<file path="src/rtl/mpc_cand_cost.sv">
module mpc_cand_cost #(
  parameter int W     = 16,
  parameter int KB    = 17,
  parameter int KSH   = 16,
  parameter int KI    = 218,
  parameter int KV    = 524,
  parameter int WB    = 8,
  parameter int WGT_V = 5,
  parameter int WGT_I = 10,
  parameter int CW    = 32
) (
  input  logic                clk,
  input  logic                rst_n,
  input  logic                in_valid,
  input  logic [3:0]          cand_idx,
  input  logic [7:0]          sw,
  input  logic signed [W-1:0] v_dc,
  input  logic signed [W-1:0] v_cap,
  input  logic signed [W-1:0] v_grid,
  input  logic signed [W-1:0] i_grid,
  input  logic signed [W-1:0] i_ref,
  input  logic signed [W-1:0] v_ref,
  output logic                out_valid,
  output logic [3:0]          out_idx,
  output logic [CW-1:0]       out_cost
);
  localparam int LW  = W + 3;
  localparam int DW  = W + 4;
  localparam int CTW = W + 2;
  localparam int EW  = W + 6;
  localparam int PIW = DW + KB + 1;
  localparam int PVW = CTW + KB + 1;
  localparam int QW  = 2 * EW;
  localparam int SW  = QW + WB + 1;
  localparam logic signed [KB:0] KI_S = (KB+1)'(KI);
  localparam logic signed [KB:0] KV_S = (KB+1)'(KV);
  localparam logic [WB-1:0] WV_U = WB'(WGT_V);
  localparam logic [WB-1:0] WI_U = WB'(WGT_I);

  // stage 1: switch-bit coefficients, output level, capacitor current term
  logic signed [2:0] ca, cb, cc;
  assign ca = $signed({2'b00, sw[7]}) - $signed({2'b00, sw[6]}) - $signed({2'b00, sw[0]});
  assign cb = $signed({2'b00, sw[6]}) - $signed({2'b00, sw[5]}) + $signed({2'b00, sw[1]});
  assign cc = $signed({2'b00, sw[5]}) - $signed({2'b00, sw[6]}) - $signed({2'b00, sw[1]});

  logic signed [LW-1:0] vab_c;
  logic signed [CTW-1:0] ct_c;
  assign vab_c = LW'(ca) * LW'(v_dc) + LW'(cb) * LW'(v_cap);
  assign ct_c  = CTW'(cc) * CTW'(i_grid);

  logic                  vld1;
  logic [3:0]            idx1;
  logic signed [LW-1:0]  vab1;
  logic signed [CTW-1:0] ct1;
  logic signed [W-1:0]   vg1, ig1, vc1, ir1, vr1;

  // stage 2: one-step predictions and tracking errors
  logic signed [DW-1:0]  dif;
  logic signed [PIW-1:0] pi;
  logic signed [PVW-1:0] pv;
  logic signed [EW-1:0]  inext, vnext, ev_c, ei_c;
  assign dif   = DW'(vab1) - DW'(vg1);
  assign pi    = PIW'(KI_S) * PIW'(dif);
  assign pv    = PVW'(KV_S) * PVW'(ct1);
  assign inext = EW'(ig1) + EW'(pi >>> KSH);
  assign vnext = EW'(vc1) + EW'(pv >>> KSH);
  assign ev_c  = EW'(vr1) - vnext;
  assign ei_c  = EW'(ir1) - inext;

  logic                 vld2;
  logic [3:0]           idx2;
  logic signed [EW-1:0] ev2, ei2;

  // stage 3: weighted squares, saturation
  logic signed [QW-1:0] sqv_s, sqi_s;
  logic [SW-1:0]        tot;
  logic [CW-1:0]        cost_c;
  assign sqv_s  = QW'(ev2) * QW'(ev2);
  assign sqi_s  = QW'(ei2) * QW'(ei2);
  assign tot    = SW'(WV_U) * SW'($unsigned(sqv_s)) + SW'(WI_U) * SW'($unsigned(sqi_s));
  assign cost_c = (|tot[SW-1:CW]) ? {CW{1'b1}} : tot[CW-1:0];

  always_ff @(posedge clk) begin
    idx1 <= cand_idx;
    vab1 <= vab_c;
    ct1  <= ct_c;
    vg1  <= v_grid;
    ig1  <= i_grid;
    vc1  <= v_cap;
    ir1  <= i_ref;
    vr1  <= v_ref;
    idx2 <= idx1;
    ev2  <= ev_c;
    ei2  <= ei_c;
  end

  always_ff @(posedge clk or negedge rst_n) begin
    if (!rst_n) begin
      vld1      <= 1'b0;
      vld2      <= 1'b0;
      out_valid <= 1'b0;
      out_idx   <= '0;
      out_cost  <= '0;
    end else begin
      vld1      <= in_valid;
      vld2      <= vld1;
      out_valid <= vld2;
      if (vld2) begin
        out_idx  <= idx2;
        out_cost <= cost_c;
      end
    end
  end
endmodule

</file>
<file path="config.mk">
export PLATFORM = sky130hd
export DESIGN_NAME = mpc_cand_cost
export DESIGN_NICKNAME = d
export VERILOG_FILES = /design/src/rtl/mpc_cand_cost.sv
export SDC_FILE = /design/constraint.sdc
export NUM_CORES = 2
export LEC_CHECK = 0
export BUFFER_PORTS_ARGS = -buffer_cell sky130_fd_sc_hd__buf_2
export CAP_MARGIN = 20
export CORE_UTILIZATION = 50
export DETAILED_ROUTE_END_ITERATION = 8
export PLACE_DENSITY = 0.76
export SLEW_MARGIN = 0
export SYNTH_ARGS = -nofsm -noshare
export SYNTH_HDL_FRONTEND = slang
export SYNTH_SLANG_ARGS = --single-unit
</file>
<file path="constraint.sdc">
create_clock -name clk -period 16.2 [get_ports clk]
set_clock_uncertainty 0.2 [all_clocks]
set_input_delay 0.81 -clock clk [delete_from_list [all_inputs] [get_ports clk]]
set_output_delay 0.81 -clock clk [all_outputs]
set_load 0.005 [all_outputs]
</file>
# Yosys cells after proc, flatten, opt, wreduce, memory -nomap -nowiden
# Index checks and enable logic that the tools add are counted.
[op_classes]
addsub = 13
mul = 9
mux = 1
n_reduce_logical = 1
[ops]
columns = ["operator", "n"]
rows = [
  ["multiplier 3 x 44 -> 47 bit (first input constant)", 2],
  ["multiplier 18 x 18 -> 36 bit", 2],
  ["adder 47 x 48 -> 49 bit", 1],
  ["multiplier 3 x 16 -> 19 bit", 2],
  ["subtractor 16 x 17 -> 18 bit", 2],
  ["adder 16 x 13 -> 17 bit", 2],
  ["two-way mux 32 bit", 1],
  ["multiplier 8 x 20 -> 28 bit (first input constant)", 1],
  ["multiplier 9 x 18 -> 27 bit (first input constant)", 1],
  ["OR reduction 21 bit", 1],
  ["subtractor 19 x 16 -> 20 bit", 1],
  ["adder 19 bit", 1],
  ["multiplier 3 x 16 -> 18 bit", 1],
  ["subtractor 1 x 1 -> 2 bit", 3],
  ["subtractor 2 x 2 -> 3 bit", 2],
  ["adder 2 x 2 -> 3 bit", 1],
]
[totals]
reg_bits = 200
inputBits = 111
output_inout_bits = 37
elab_cells = 40

# Longest topological paths before layout
[depth]
depth_word = 5
ltp_mapped = 57
ltp_nobuf = 54

# Worst setup path after synthesis
# No wires, ideal clock.
[synth_timing]
path_kind = "register to register"
from = "reg ei2[6]"
to = "reg out_cost[3]"
setup_time_ps = 82
arrival_ps = 11525
required_time_ps = 15918
path_slack_ps = 4394
path_stages_with_launch = 52
path_buffers = 4
synth_period_minus_slack_ps = 11806
path_cell_list = "dfxtp_1 -> clkbuf_1 -> buf_1 -> nand2_1 -> fa_1 -> fa_1 -> fa_1 -> inv_1 -> ha_1 -> fa_1 -> inv_1 -> fa_1 -> inv_1 -> ha_1 -> or4_1 -> a21oi_2 -> nor2_1 -> a21o_1 -> (+16 left out) -> a211oi_1 -> nor2_1 -> fa_1 -> ha_1 -> clkbuf_1 -> a21o_1 -> a21o_1 -> a2111oi_0 -> o31ai_1 -> a22oi_1 -> a31oi_1 -> and3_1 -> or3_1 -> xnor2_1 -> a211oi_1 -> o22ai_2 -> buf_2 -> a31oi_1"
[synth_between]
elab_chain_len = 5
[synth_rtl]
columns = ["item", "line_no", "source"]
rows = [
  ["start, declared", "72", "logic signed [EW-1:0] ev2, ei2;"],
  ["start signal, assigned", "94", "ei2 <= ei_c;"],
  ["multiplier 18 x 18 -> 36 bit", "79", "assign sqi_s = QW'(ei2) * QW'(ei2);"],
  ["multiplier 3 x 44 -> 47 bit", "80", "assign tot = SW'(WV_U) * SW'($unsigned(sqv_s)) + SW'(WI_U) * SW'($unsigned(sqi_s));"],
  ["adder 47 x 48 -> 49 bit", "80", ""],
  ["OR reduction 21 bit", "81", "assign cost_c = (|tot[SW-1:CW]) ? {CW{1'b1}} : tot[CW-1:0];"],
  ["two-way mux 32 bit", "81", ""],
  ["end signal, assigned", "110", "out_cost <= cost_c;"],
  ["end, declared", "25", "output logic [CW-1:0] out_cost"],
]
# No other way between the ends.
# A chain may end at the register's enable or synchronous reset.

# Worst setup path in the final report
[layout_timing]
from = "reg ei2[4]"
to = "reg out_cost[24]"
[layout_between]
elab_chain_len = 5
[layout_rtl]
columns = ["item", "line_no"]
rows = [
  ["multiplier 18 x 18 -> 36 bit *", "79"],
  ["multiplier 3 x 44 -> 47 bit *", "80"],
  ["adder 47 x 48 -> 49 bit *", "80"],
  ["OR reduction 21 bit", "81"],
  ["two-way mux 32 bit *", "81"],
]
# Mark *: on every way between the ends. The rest lies on a longest branch, timed or not.

==> impl_results.html <==
<table>
<tr><th>Metric</th><th>Value</th></tr>
<tr><th colspan="2">Synthesis</th></tr>
<tr><td>Synthesized area per cell</td><td>9.28 µm²</td></tr>
<tr><td>Sequential share of the synthesized area</td><td>9.53%</td></tr>
<tr><td>Yosys cell types</td><td>between 80 and 90</td></tr>
<tr><td>Post-synth design cell area</td><td>0.0440 mm²</td></tr>
<tr><td>Mapped Cells</td><td>4747</td></tr>
<tr><td>Yosys top cell area share</td><td>37.0%</td></tr>
<tr><td>Number of warnings printed during yosys synthesis</td><td>0</td></tr>
<tr><td>Register bit total from synthesis</td><td>200</td></tr>
<tr><td>Primary FF master, synth</td><td>sky130_fd_sc_hd__dfxtp_1</td></tr>
<tr><td>Number of enable flip-flop cells after synthesis</td><td>0</td></tr>
<tr><td>Cell taking the most area after synthesis</td><td>sky130_fd_sc_hd__fa_1</td></tr>
<tr><td>Fraction of registers with async set or reset after synthesis</td><td>slightly below 20%</td></tr>
<tr><td>Cells taking the most area after synthesis</td><td>sky130_fd_sc_hd__fa_1 (37%), sky130_fd_sc_hd__ha_1 (18%), sky130_fd_sc_hd__inv_1 (11%)</td></tr>
<tr><th colspan="2">Clock tree</th></tr>
<tr><td>Maximum root-to-sink buffer count</td><td>2</td></tr>
<tr><td>Clock-pin slew on the worst setup and hold paths</td><td>approximately 0.10 ns</td></tr>
<tr><td>CTS tree</td><td>yes</td></tr>
<tr><td>CTS buffer count</td><td>17</td></tr>
<tr><td>Skew-Pair Late Insertion Delay</td><td>0.54 ns</td></tr>
<tr><td>Setup Buffers After CTS</td><td>0</td></tr>
<tr><td>Number of levels the H-tree was split into</td><td>4</td></tr>
<tr><td>Post_cts resized</td><td>0</td></tr>
<tr><td>Number of buffers inserted by hold repair at cts</td><td>0</td></tr>
<tr><td>Root Buffer Master</td><td>sky130_fd_sc_hd__clkbuf_16</td></tr>
<tr><td>Number of sinks driven by the clock tree</td><td>200</td></tr>
<tr><th colspan="2">Worst setup path</th></tr>
<tr><td>Startpoint of the most critical register-to-register path</td><td>ei2[4]</td></tr>
<tr><td>Endpoint kind of the worst setup timing path</td><td>register</td></tr>
<tr><td>Cell repeated most along the worst path</td><td>sky130_fd_sc_hd__fa_1</td></tr>
<tr><td>CP Max Fanout</td><td>26</td></tr>
<tr><td>CP Data Arrival Time</td><td>between 10 and 15 ns</td></tr>
<tr><td>Startpoint kind of the worst setup timing path</td><td>register</td></tr>
<tr><td>Worst setup path category</td><td>reg2reg</td></tr>
<tr><td>Largest incremental delay on the critical path</td><td>0.90 ns</td></tr>
<tr><td>Cell with the largest stage delay on the worst path</td><td>sky130_fd_sc_hd__dfxtp_1</td></tr>
<tr><td>Reg2Reg Capture Point</td><td>out_cost[24]</td></tr>
<tr><td>Number of cells on the worst reg-to-reg path</td><td>51</td></tr>
<tr><td>Critical path data required time</td><td>16.38 ns</td></tr>
<tr><td>Setup slack of the worst register-to-register path</td><td>2.60 ns</td></tr>
<tr><th colspan="2">Drt</th></tr>
<tr><td>Final Routed Wirelength</td><td>92800 µm</td></tr>
<tr><td># DRC</td><td>0</td></tr>
<tr><td>Drt wl/cell</td><td>15.4 µm</td></tr>
<tr><td>Total via count in the routed design</td><td>a little over 30000</td></tr>
<tr><td>Detail-routed via count per cell</td><td>5.12</td></tr>
<tr><td>Detailed Routing Iterations Pass 1</td><td>7</td></tr>
<tr><td>First-iteration detailed-routing DRC count</td><td>1425</td></tr>
<tr><td>Remaining number of nets flagged by the antenna check after routing</td><td>0</td></tr>
<tr><th colspan="2">Run</th></tr>
<tr><td>Maximum capacitance violations</td><td>0</td></tr>
<tr><th colspan="2">Worst hold path</th></tr>
<tr><td>Number of cells traversed by the worst hold path</td><td>0</td></tr>
<tr><td>Hold endpoint</td><td>idx2[1]</td></tr>
<tr><td>Startpoint of the worst hold path</td><td>idx1[1]</td></tr>
<tr><td>Tightest Hold Check Type</td><td>reg2reg</td></tr>
<tr><th colspan="2">Global routing</th></tr>
<tr><td>Number of antenna violations at the first check in global routing</td><td>5</td></tr>
<tr><td>Total global routing track utilization</td><td>21.7%</td></tr>
<tr><td>Pin count of the biggest net entering global routing</td><td>40</td></tr>
<tr><td>Vias in the first global route</td><td>32700</td></tr>
<tr><td>Wire length of the first global-routing pass</td><td>about 160000 µm</td></tr>
<tr><td>Residual overflow from global routing</td><td>0</td></tr>
<tr><th colspan="2">STA</th></tr>
<tr><td>Slew HR</td><td>34.5%</td></tr>
<tr><td>Final setup fails</td><td>0</td></tr>
<tr><td>Actual slew at the worst max-slew pin</td><td>0.982 ns</td></tr>
<tr><td>Setup repair after global routing missed its margin</td><td>false</td></tr>
<tr><td>Hold violation count in the final report</td><td>0</td></tr>
<tr><td>Final worst path period need</td><td>13.60 ns</td></tr>
<tr><td>Max Clk Rate</td><td>~0.074 GHz</td></tr>
<tr><td>Count of pins over their slew limit</td><td>0</td></tr>
<tr><td>Final cycle utilization of the critical path</td><td>84.0%</td></tr>
<tr><td>Accumulated negative setup slack</td><td>0 ns</td></tr>
<tr><th colspan="2">Finish</th></tr>
<tr><td>Count of nets after finishing</td><td>6406</td></tr>
<tr><td>Ratio of cells with drive above 1 in the final layout</td><td>4.87%</td></tr>
<tr><td>Synthesis-to-finish area growth</td><td>6.16%</td></tr>
<tr><th colspan="2">Place</th></tr>
<tr><td>Port bufs</td><td>144</td></tr>
<tr><td>Detailed placement HPWL</td><td>80600 µm</td></tr>
<tr><td>Routability cong.</td><td>between 0.9 and 1</td></tr>
<tr><th colspan="2">Floorplan</th></tr>
<tr><td>Vert. Die Dim</td><td>299 µm</td></tr>
<tr><td>Full die area</td><td>0.0893 mm²</td></tr>
<tr><td>Core footprint</td><td>0.0870 mm²</td></tr>
<tr><td>Horiz. Die Dim</td><td>around 300 µm</td></tr>
<tr><td>Row cnt</td><td>108</td></tr>
<tr><td>I/O pin total</td><td>148</td></tr>
<tr><td>Effective utilization at floorplan</td><td>50.6%</td></tr>
<tr><th colspan="2">Outcome</th></tr>
<tr><td>Outcome</td><td>finished, final reports clean</td></tr>
</table>
==> per-stage QoR <==
stage                     cell area [µm²]  hold slack [ns]  utilization [%]  setup slack (ns)  std cells
after detailed placement            46100            0.113             52.9              2.79       5984
final                               46800            0.132             53.7              2.60       6018
after global routing                46800            0.135             53.7              1.74       6018
after CTS                           46700            0.133             53.7              2.75       6016
after floorplan                     44000            0.110                -              4.39       4748
after global placement              46000            0.111             52.9              2.56       5983
==> flip-flops by register name, indices dropped and copies added (netlist names) <==
register	cells
ct1	18
vld1	1
ig1	16
vab1	19
vr1	16
out_valid	1
out_idx	4
idx2	4
out_cost	32
vld2	1
vg1	16
vc1	16
ir1	16
ev2	18
ei2	18
idx1	4
==> synth_stat cells, drive strengths merged (5+ instances only) <==
cell and n:
nand2 299, and3 13, or2 17, nand2b 125
o21bai 35, xor2 76, o41ai 5, dfrtp 39
a31oi 55, nor2b 42, and4 5, nand3 39
buf 9, o31a 6, clkbuf 76, a2111oi 9
a211oi 15, nor2 202, and2 109, nor3 35
o21a 26, o21ai 82, or3 13, o211ai 8
a21o 90, fa 815, ha 631, nor4 5
o31ai 6, a21oi 175, a21boi 9, inv 1247
mux2 6, xnor2 174, dfxtp 161, nand4 20
==> kinds of logic (layout without fill, tap and decap cells) <==
group | count (synthesis) | after routing | synth area share (%)
fa+ha+maj | 1446 | 1446 | 55.0
compound gates | 575 | 575 | 8.63
other cells | 2 | 4 | 0.0171
buf+inv | 1332 | 1446 | 11.4
mux | 7 | 7 | 0.176
simple gates | 935 | 935 | 10.3
xor+xnor | 250 | 250 | 4.97
flops | 200 | 200 | 9.53
==> layout by cell type, fill, tap and decap left out, drive strengths merged, types with 6 or more instances in the layout <==
cell / Yosys / routed
nor3: 35 / 35
or2: 17 / 17
nor2: 202 / 202
nand2b: 125 / 125
a21oi: 175 / 175
o211ai: 8 / 8
nand4: 20 / 20
a31oi: 55 / 55
a211oi: 15 / 15
clkbuf: 76 / 17
buf: 9 / 167
nor2b: 42 / 42
o21a: 26 / 26
xnor2: 174 / 174
or3: 13 / 13
a2111oi: 9 / 9
o21bai: 35 / 35
inv: 1247 / 1255
nand2: 299 / 299
nand3: 39 / 39
dfrtp: 39 / 39
mux2: 6 / 6
xor2: 76 / 76
o21ai: 82 / 82
fa: 815 / 815
o31a: 6 / 6
ha: 631 / 631
a21boi: 9 / 9
o31ai: 6 / 6
clkinv: 0 / 6
and2: 109 / 109
a21o: 90 / 90
dfxtp: 161 / 161
and3: 13 / 13
==> critical path, delay by kind of cell (launching register included) <==
family	cells	cell delay, ns
XOR/XNOR	2	0.38
AO/OA/AOI/OAI	22	4.62
buffers and inverters	6	0.81
adder cells (fa/ha/maj)	11	4.85
flip-flops	1	0.90
AND/OR/NAND/NOR	10	1.67
==> final cells by class <==
type	count	area [µm²]
clock inverters	15	231
inverters	1247	4680
clock buffers	17	425
repair buffers	167	921
multi-input cells	3216	34800
well taps	1155	1450
flip-flops and latches	200	4200
fillers	7831	40300
diodes	1	2.50
==> worst max path at each step <==
| stage | endpoint | start | slack (ns) | cells past startpoint |
|---|---|---|---|---|
| final | out_cost[24] | ei2[4] | 2.60 | 51 |
| after detailed placement | out_cost[7] | ei2[3] | 2.79 | 51 |
| after global placement | out_cost[3] | ei2[17] | 2.56 | 47 |
| after CTS | out_cost[24] | ei2[3] | 2.75 | 51 |
| after floorplan | out_cost[3] | ei2[6] | 4.39 | 51 |
| after global routing | out_cost[18] | ei2[3] | 1.74 | 50 |
==> layer usage <==
metal,wire (µm),global-route usage (%),share of wire (%)
met4,2750,7.09,3.0
met1,39100,27.0,42
met3,4470,3.21,4.8
met5,40,0,0.043
met2,46400,38.4,50
Power is not shown: default switching activity piles up to over one toggle a cycle in this logic, so the estimate is an artifact.
